### config.mk
export PLATFORM = sky130hd
export DESIGN_NAME = muxbus_sram_bridge
export DESIGN_NICKNAME = d
export VERILOG_FILES = /design/src/rtl/muxbus_sram_pkg.sv /design/src/rtl/muxbus_sram_fsm.sv /design/src/rtl/muxbus_sram_addr.sv /design/src/rtl/muxbus_sram_datapath.sv /design/src/rtl/muxbus_sram_bridge.sv
export SDC_FILE = /design/constraint.sdc
export NUM_CORES = 1
export LEC_CHECK = 0
export BUFFER_PORTS_ARGS = -buffer_cell sky130_fd_sc_hd__clkbuf_2
export CORE_ASPECT_RATIO = 1.75
export CORE_MARGIN = 1
export CORE_UTILIZATION = 30
export CTS_CLUSTER_DIAMETER = 60
export DETAILED_ROUTE_END_ITERATION = 10
export SYNTH_ARGS = -nofsm -noshare
export SYNTH_HDL_FRONTEND = slang
export SYNTH_HIERARCHICAL = 1
export SYNTH_SLANG_ARGS = --single-unit
### constraint.sdc
create_clock -name clk -period 1.5 [get_ports clk]
set_clock_uncertainty 0.05 [all_clocks]
set_input_delay 0.225 -clock clk [delete_from_list [all_inputs] [get_ports clk]]
set_output_delay 0.225 -clock clk [all_outputs]
set_load 0.02 [all_outputs]
### src/rtl/muxbus_sram_pkg.sv
package muxbus_sram_pkg;

    typedef enum logic [2:0] {
        ST_IDLE,
        ST_ADDR,
        ST_HOLD,
        ST_READ,
        ST_WRITE
    } bridge_state_t;

endpackage

### src/rtl/muxbus_sram_fsm.sv
module muxbus_sram_fsm
    import muxbus_sram_pkg::*;
(
    input  logic clk,
    input  logic rst_n,
    input  logic adv_n,
    input  logic rd_n,
    input  logic wr_n,
    output logic armed,
    output logic rd_active,
    output logic wr_active
);

    bridge_state_t state_q;
    bridge_state_t state_d;

    // state register
    always_ff @(posedge clk or negedge rst_n) begin
        if (!rst_n) begin
            state_q <= ST_IDLE;
        end else begin
            state_q <= state_d;
        end
    end

    // transitions: address phase pre-empts everything
    always_comb begin
        state_d = state_q;
        if (!adv_n) begin
            state_d = ST_ADDR;
        end else begin
            unique case (state_q)
                ST_IDLE:  state_d = ST_IDLE;
                ST_ADDR:  state_d = ST_HOLD;
                ST_HOLD: begin
                    if (!rd_n && wr_n) begin
                        state_d = ST_READ;
                    end else if (!wr_n && rd_n) begin
                        state_d = ST_WRITE;
                    end
                end
                ST_READ:  if (rd_n) state_d = ST_HOLD;
                ST_WRITE: if (wr_n) state_d = ST_HOLD;
                default:  state_d = ST_IDLE;
            endcase
        end
    end

    // Moore outputs
    always_comb begin
        armed     = 1'b0;
        rd_active = 1'b0;
        wr_active = 1'b0;
        unique case (state_q)
            ST_IDLE:  ;
            ST_ADDR:  ;
            ST_HOLD:  armed = 1'b1;
            ST_READ: begin
                armed     = 1'b1;
                rd_active = 1'b1;
            end
            ST_WRITE: begin
                armed     = 1'b1;
                wr_active = 1'b1;
            end
            default:  ;
        endcase
    end

endmodule

### src/rtl/muxbus_sram_addr.sv
module muxbus_sram_addr #(
    parameter int BUS_W   = 16,
    parameter int SRAM_AW = 24
) (
    input  logic                       clk,
    input  logic                       rst_n,
    input  logic                       split_mode,
    input  logic                       adv_n,
    input  logic                       rd_n,
    input  logic                       wr_n,
    input  logic                       armed,
    input  logic [BUS_W-1:0]           bus_in,
    input  logic [SRAM_AW-BUS_W-1:0]   ahi,
    output logic [SRAM_AW-1:0]         addr
);

    localparam int HI_W = SRAM_AW - BUS_W;
    localparam int HALF = BUS_W / 2;

    logic [BUS_W-1:0] lo_q;
    logic [HI_W-1:0]  hi_q;
    logic             hi_load;

    // low address follows the bus while the address strobe is low,
    // so the value seen at its rising edge is what remains
    always_ff @(posedge clk or negedge rst_n) begin
        if (!rst_n) begin
            lo_q <= '0;
        end else if (!adv_n) begin
            lo_q <= bus_in;
        end
    end

    // upper address from the shared bus, taken during an active strobe
    assign hi_load = armed && adv_n && (!rd_n || !wr_n);

    always_ff @(posedge clk or negedge rst_n) begin
        if (!rst_n) begin
            hi_q <= '0;
        end else if (hi_load) begin
            hi_q <= bus_in[HALF +: HI_W];
        end
    end

    assign addr = {(split_mode ? hi_q : ahi), lo_q};

endmodule

### src/rtl/muxbus_sram_datapath.sv
module muxbus_sram_datapath #(
    parameter int BUS_W = 16
) (
    input  logic             split_mode,
    input  logic             rd_active,
    input  logic             wr_active,
    input  logic [BUS_W-1:0] host_in,
    input  logic [BUS_W-1:0] sram_in,
    output logic [BUS_W-1:0] host_out,
    output logic [1:0]       host_oe,
    output logic [BUS_W-1:0] sram_out,
    output logic [1:0]       sram_oe
);

    localparam int HALF = BUS_W / 2;

    // lane 0 always carries data; lane 1 only in full-width mode
    for (genvar g = 0; g < 2; g++) begin : g_lane
        if (g == 0) begin : g_low
            assign host_out[HALF-1:0] = sram_in[HALF-1:0];
            assign sram_out[HALF-1:0] = host_in[HALF-1:0];
            assign host_oe[g]         = rd_active;
            assign sram_oe[g]         = wr_active;
        end else begin : g_high
            assign host_out[BUS_W-1:HALF] = split_mode ? '0 : sram_in[BUS_W-1:HALF];
            assign sram_out[BUS_W-1:HALF] = split_mode ? '0 : host_in[BUS_W-1:HALF];
            assign host_oe[g]             = rd_active && !split_mode;
            assign sram_oe[g]             = wr_active && !split_mode;
        end
    end

endmodule

### src/rtl/muxbus_sram_bridge.sv
module muxbus_sram_bridge #(
    parameter int BUS_W   = 16,
    parameter int SRAM_AW = 24
) (
    input  logic                     clk,
    input  logic                     rst_n,
    input  logic                     split_mode,
    input  logic                     host_adv_n,
    input  logic                     host_rd_n,
    input  logic                     host_wr_n,
    input  logic [BUS_W-1:0]         host_bus_in,
    output logic [BUS_W-1:0]         host_bus_out,
    output logic [1:0]               host_bus_oe,
    input  logic [SRAM_AW-BUS_W-1:0] host_ahi,
    output logic [SRAM_AW-1:0]       sram_addr,
    input  logic [BUS_W-1:0]         sram_dq_in,
    output logic [BUS_W-1:0]         sram_dq_out,
    output logic [1:0]               sram_dq_oe,
    output logic                     sram_oe_n,
    output logic                     sram_we_n
);

    logic armed;
    logic rd_active;
    logic wr_active;

    muxbus_sram_fsm u_fsm (
        .clk       (clk),
        .rst_n     (rst_n),
        .adv_n     (host_adv_n),
        .rd_n      (host_rd_n),
        .wr_n      (host_wr_n),
        .armed     (armed),
        .rd_active (rd_active),
        .wr_active (wr_active)
    );

    muxbus_sram_addr #(
        .BUS_W   (BUS_W),
        .SRAM_AW (SRAM_AW)
    ) u_addr (
        .clk        (clk),
        .rst_n      (rst_n),
        .split_mode (split_mode),
        .adv_n      (host_adv_n),
        .rd_n       (host_rd_n),
        .wr_n       (host_wr_n),
        .armed      (armed),
        .bus_in     (host_bus_in),
        .ahi        (host_ahi),
        .addr       (sram_addr)
    );

    muxbus_sram_datapath #(
        .BUS_W (BUS_W)
    ) u_dp (
        .split_mode (split_mode),
        .rd_active  (rd_active),
        .wr_active  (wr_active),
        .host_in    (host_bus_in),
        .sram_in    (sram_dq_in),
        .host_out   (host_bus_out),
        .host_oe    (host_bus_oe),
        .sram_out   (sram_dq_out),
        .sram_oe    (sram_dq_oe)
    );

    assign sram_oe_n = !rd_active;
    assign sram_we_n = !wr_active;

endmodule

==> results.json <==
{
  "antenna_found_initial": 0,
  "routed_wl_um": 3160,
  "die_h_um": 94.6,
  "clock-sinks": 27,
  "drtIter0Drc": 8,
  "path_buf_inv": 2,
  "num_antenna_cells": 0,
  "crit_required_ps": 1220,
  "worst_slew_pin_slew_ps": 681,
  "drive_gt1_frac": 0.700,
  "cp_top_family": "simple AND/OR/NAND/NOR gates",
  "hold_end": "u_addr/lo_q[7]",
  "mostFrequentLayoutCells": "clkbuf_2 (85), mux2_2 (31), dfrtp_1 (27)",
  "avgSynthCellArea_um2": 12.0,
  "cpPeakStageDelay_ps": 390,
  "cp-start-kind": "flip-flop",
  "arrival_ps": 1310,
  "max_slew_margin": 0.546,
  "p_per_area_nw_per_um2": 940,
  "use_met2": 0.221,
  "core_um2": 4710,
  "finalPower_uw": 1940,
  "area_growth_syn_to_layout_pct": 40.4,
  "crit_type": "reg2out",
  "row_count": 33,
  "route.detailed.drc": 0,
  "r2r_end": "u_addr/hi_q[4]",
  "hold_viol_final": 0,
  "initial_core_util": 0.312,
  "peakVddDrop_mv": 0.562,
  "final_common_cell": "clkbuf_2",
  "grt_overflow_total": 0,
  "synth_top_area_frac": 0.460,
  "nFillCells": 460,
  "post-dp-hpwl_um": 2530,
  "r2r-start": "u_fsm/state_q[1]",
  "cts_root_buf": "clkbuf_8",
  "outcome": "complete, but fails checks",
  "grt_pass1_vias": 1028,
  "yosys.area.top_type": "dfrtp_1",
  "grtUsageMet1": 0.146,
  "fin_crit_sh": 1.05,
  "synth.ff_latch_count": 27,
  "grt.met3_usage": 0.0258,
  "die_area_um2": 5200,
  "clk_path_buf_depth": 2,
  "syn-num-nets": 170,
  "path_cells": "nand2b_4, buf_6, nor2_4, and2b_1, clkbuf_8",
  "min-delay-start": "host_bus_in[7]",
  "yosysSeqAreaShare": 0.460,
  "cts_tree": "yes",
  "grtUsageTotal": 0.128,
  "grt.busiest_layer": "met2",
  "fin_setup_tns_ps": -363,
  "antenna_left": 0,
  "crit_slowest_cell": "dfrtp_1",
  "synthesis.area_um2": 1470,
  "r2r_setup_slack_ps": -30,
  "yosys_warnings": 6,
  "syn_inst": 123,
  "clock_latency_ps": 260,
  "vias": 1142,
  "grt_start_max_net_pins": 28,
  "hold_path_depth": 2,
  "setup_viol": 10,
  "cp-end-kind": "primary output",
  "clkTransAtPathRegs_ps": 100,
  "ff2ff_path_depth": 7,
  "power_leakage_uw": 0.00108,
  "rsz0062_at_grt": "true",
  "maxCapViolCount": 0,
  "setup_ws_ps": -81.0,
  "cp.depth": 5,
  "violations": "negative setup slack",
  "fmax_mhz": 633,
  "place_congestion": 0.759,
  "wire_per_inst_um": 12.1,
  "fin_util": 0.439,
  "critPathMaxFanout": 3,
  "synth_cell_types": 21,
  "drv_slew": 0,
  "die_w_um": 54.9,
  "io_pins": 108,
  "holdCritPathClass": "in2reg",
  "drt_first_pass_iters": 4,
  "port_buffers": 91,
  "numCtsBuffers": 3,
  "ys_top_cells_by_area": "dfrtp_1 (46%), mux2_2 (25%), buf_4 (9.7%)",
  "grt_first_pass_wirelength_um": 4780,
  "vias_per_cell": 4.36,
  "cts_htree_levels": 1,
  "min_period_ps": 1580,
  "fin_nets": 258
}
==> stage by stage <==
step           hold WS (ps)  instance area [µm²]  cells  worst slack (ps)
6_report                142                 2060    262             -81.0
5_1_grt                 138                 2060    262              -171
4_1_cts                 136                 2030    261             -77.4
3_5_place_dp            260                 1890    253             -54.3
3_3_place_gp            251                 1890    253             -13.7
2_1_floorplan          -121                 1470    123              26.8
==> layout make-up <==
cell class                 count  area (µm²)  area share
clock inverter                 1        7.51     0.00364
clock buffer                   3        41.3      0.0200
tap                           52        65.1      0.0315
timing repair buffer         105         626       0.303
inverter                       6        25.0      0.0121
multi-input combinational     68         624       0.302
sequential                    27         676       0.327
==> layer usage <==
| layer | vias up | wire length, µm |
|---|---|---|
| met5 | - | 0 |
| met4 | 0 | 40 |
| met3 | 4 | 191 |
| met2 | 45 | 1750 |
| met1 | 529 | 1180 |
| li1 | 564 | - |
==> flip-flops by register name (all words and copies together) (netlist names) <==
signal / flops
u_addr/lo_q: 16
u_addr/hi_q: 8
u_fsm/state_q: 3
==> cells by family after synthesis <==
family,Yosys count,share of synthesized area
compound gates,6,0.0349
fa+ha+maj,1,0.00851
buf+inv,28,0.127
flops,27,0.460
mux,32,0.245
simple gates,29,0.125
==> how the worst max path moves through the flow <==
| stage | start | to | slack, ps |
|---|---|---|---|
| detailed placement | u_fsm/state_q[1] | u_addr/hi_q[7] | -50 |
| floorplan | u_fsm/state_q[0] | u_addr/hi_q[0] | 30 |
| global route | u_fsm/state_q[1] | sram_dq_oe[1] | -170 |
| global placement | u_fsm/state_q[1] | u_addr/hi_q[4] | -10 |
| CTS | u_fsm/state_q[2] | sram_dq_oe[1] | -80 |
| finish | u_fsm/state_q[2] | host_bus_oe[1] | -80 |
==> Yosys cell counts <==
cell / instances
a21oi_1: 1
a21oi_4: 1
a22oi_1: 1
a2bb2oi_1: 1
and2b_1: 7
buf_2: 2
buf_4: 19
buf_6: 1
dfrtp_1: 27
ha_1: 1
inv_1: 6
mux2_2: 32
nand2_1: 3
nand2_4: 1
nand2b_2: 1
nor2_1: 4
nor2b_1: 11
nor3_2: 1
o21ai_0: 1
o32ai_1: 1
or2_1: 1
==> power by group <==
group | internal (µW) | leakage (µW) | switching, µW
registers | 835 | 0.000320 | 56.7
logic | 301 | 0.000739 | 335
clock network | 188 | 0.0000217 | 226
total | 1320 | 0.00108 | 617
==> timing repair <==
action	4_1_cts	5_1_grt
gates resized for setup	12	13
hold buffers	1	0
setup endpoints to repair	14	14
setup buffers	3	1
pin swaps	3	1
endpoints found under the hold margin	27	0
Note: power is estimated with default switching activity, not from simulation.
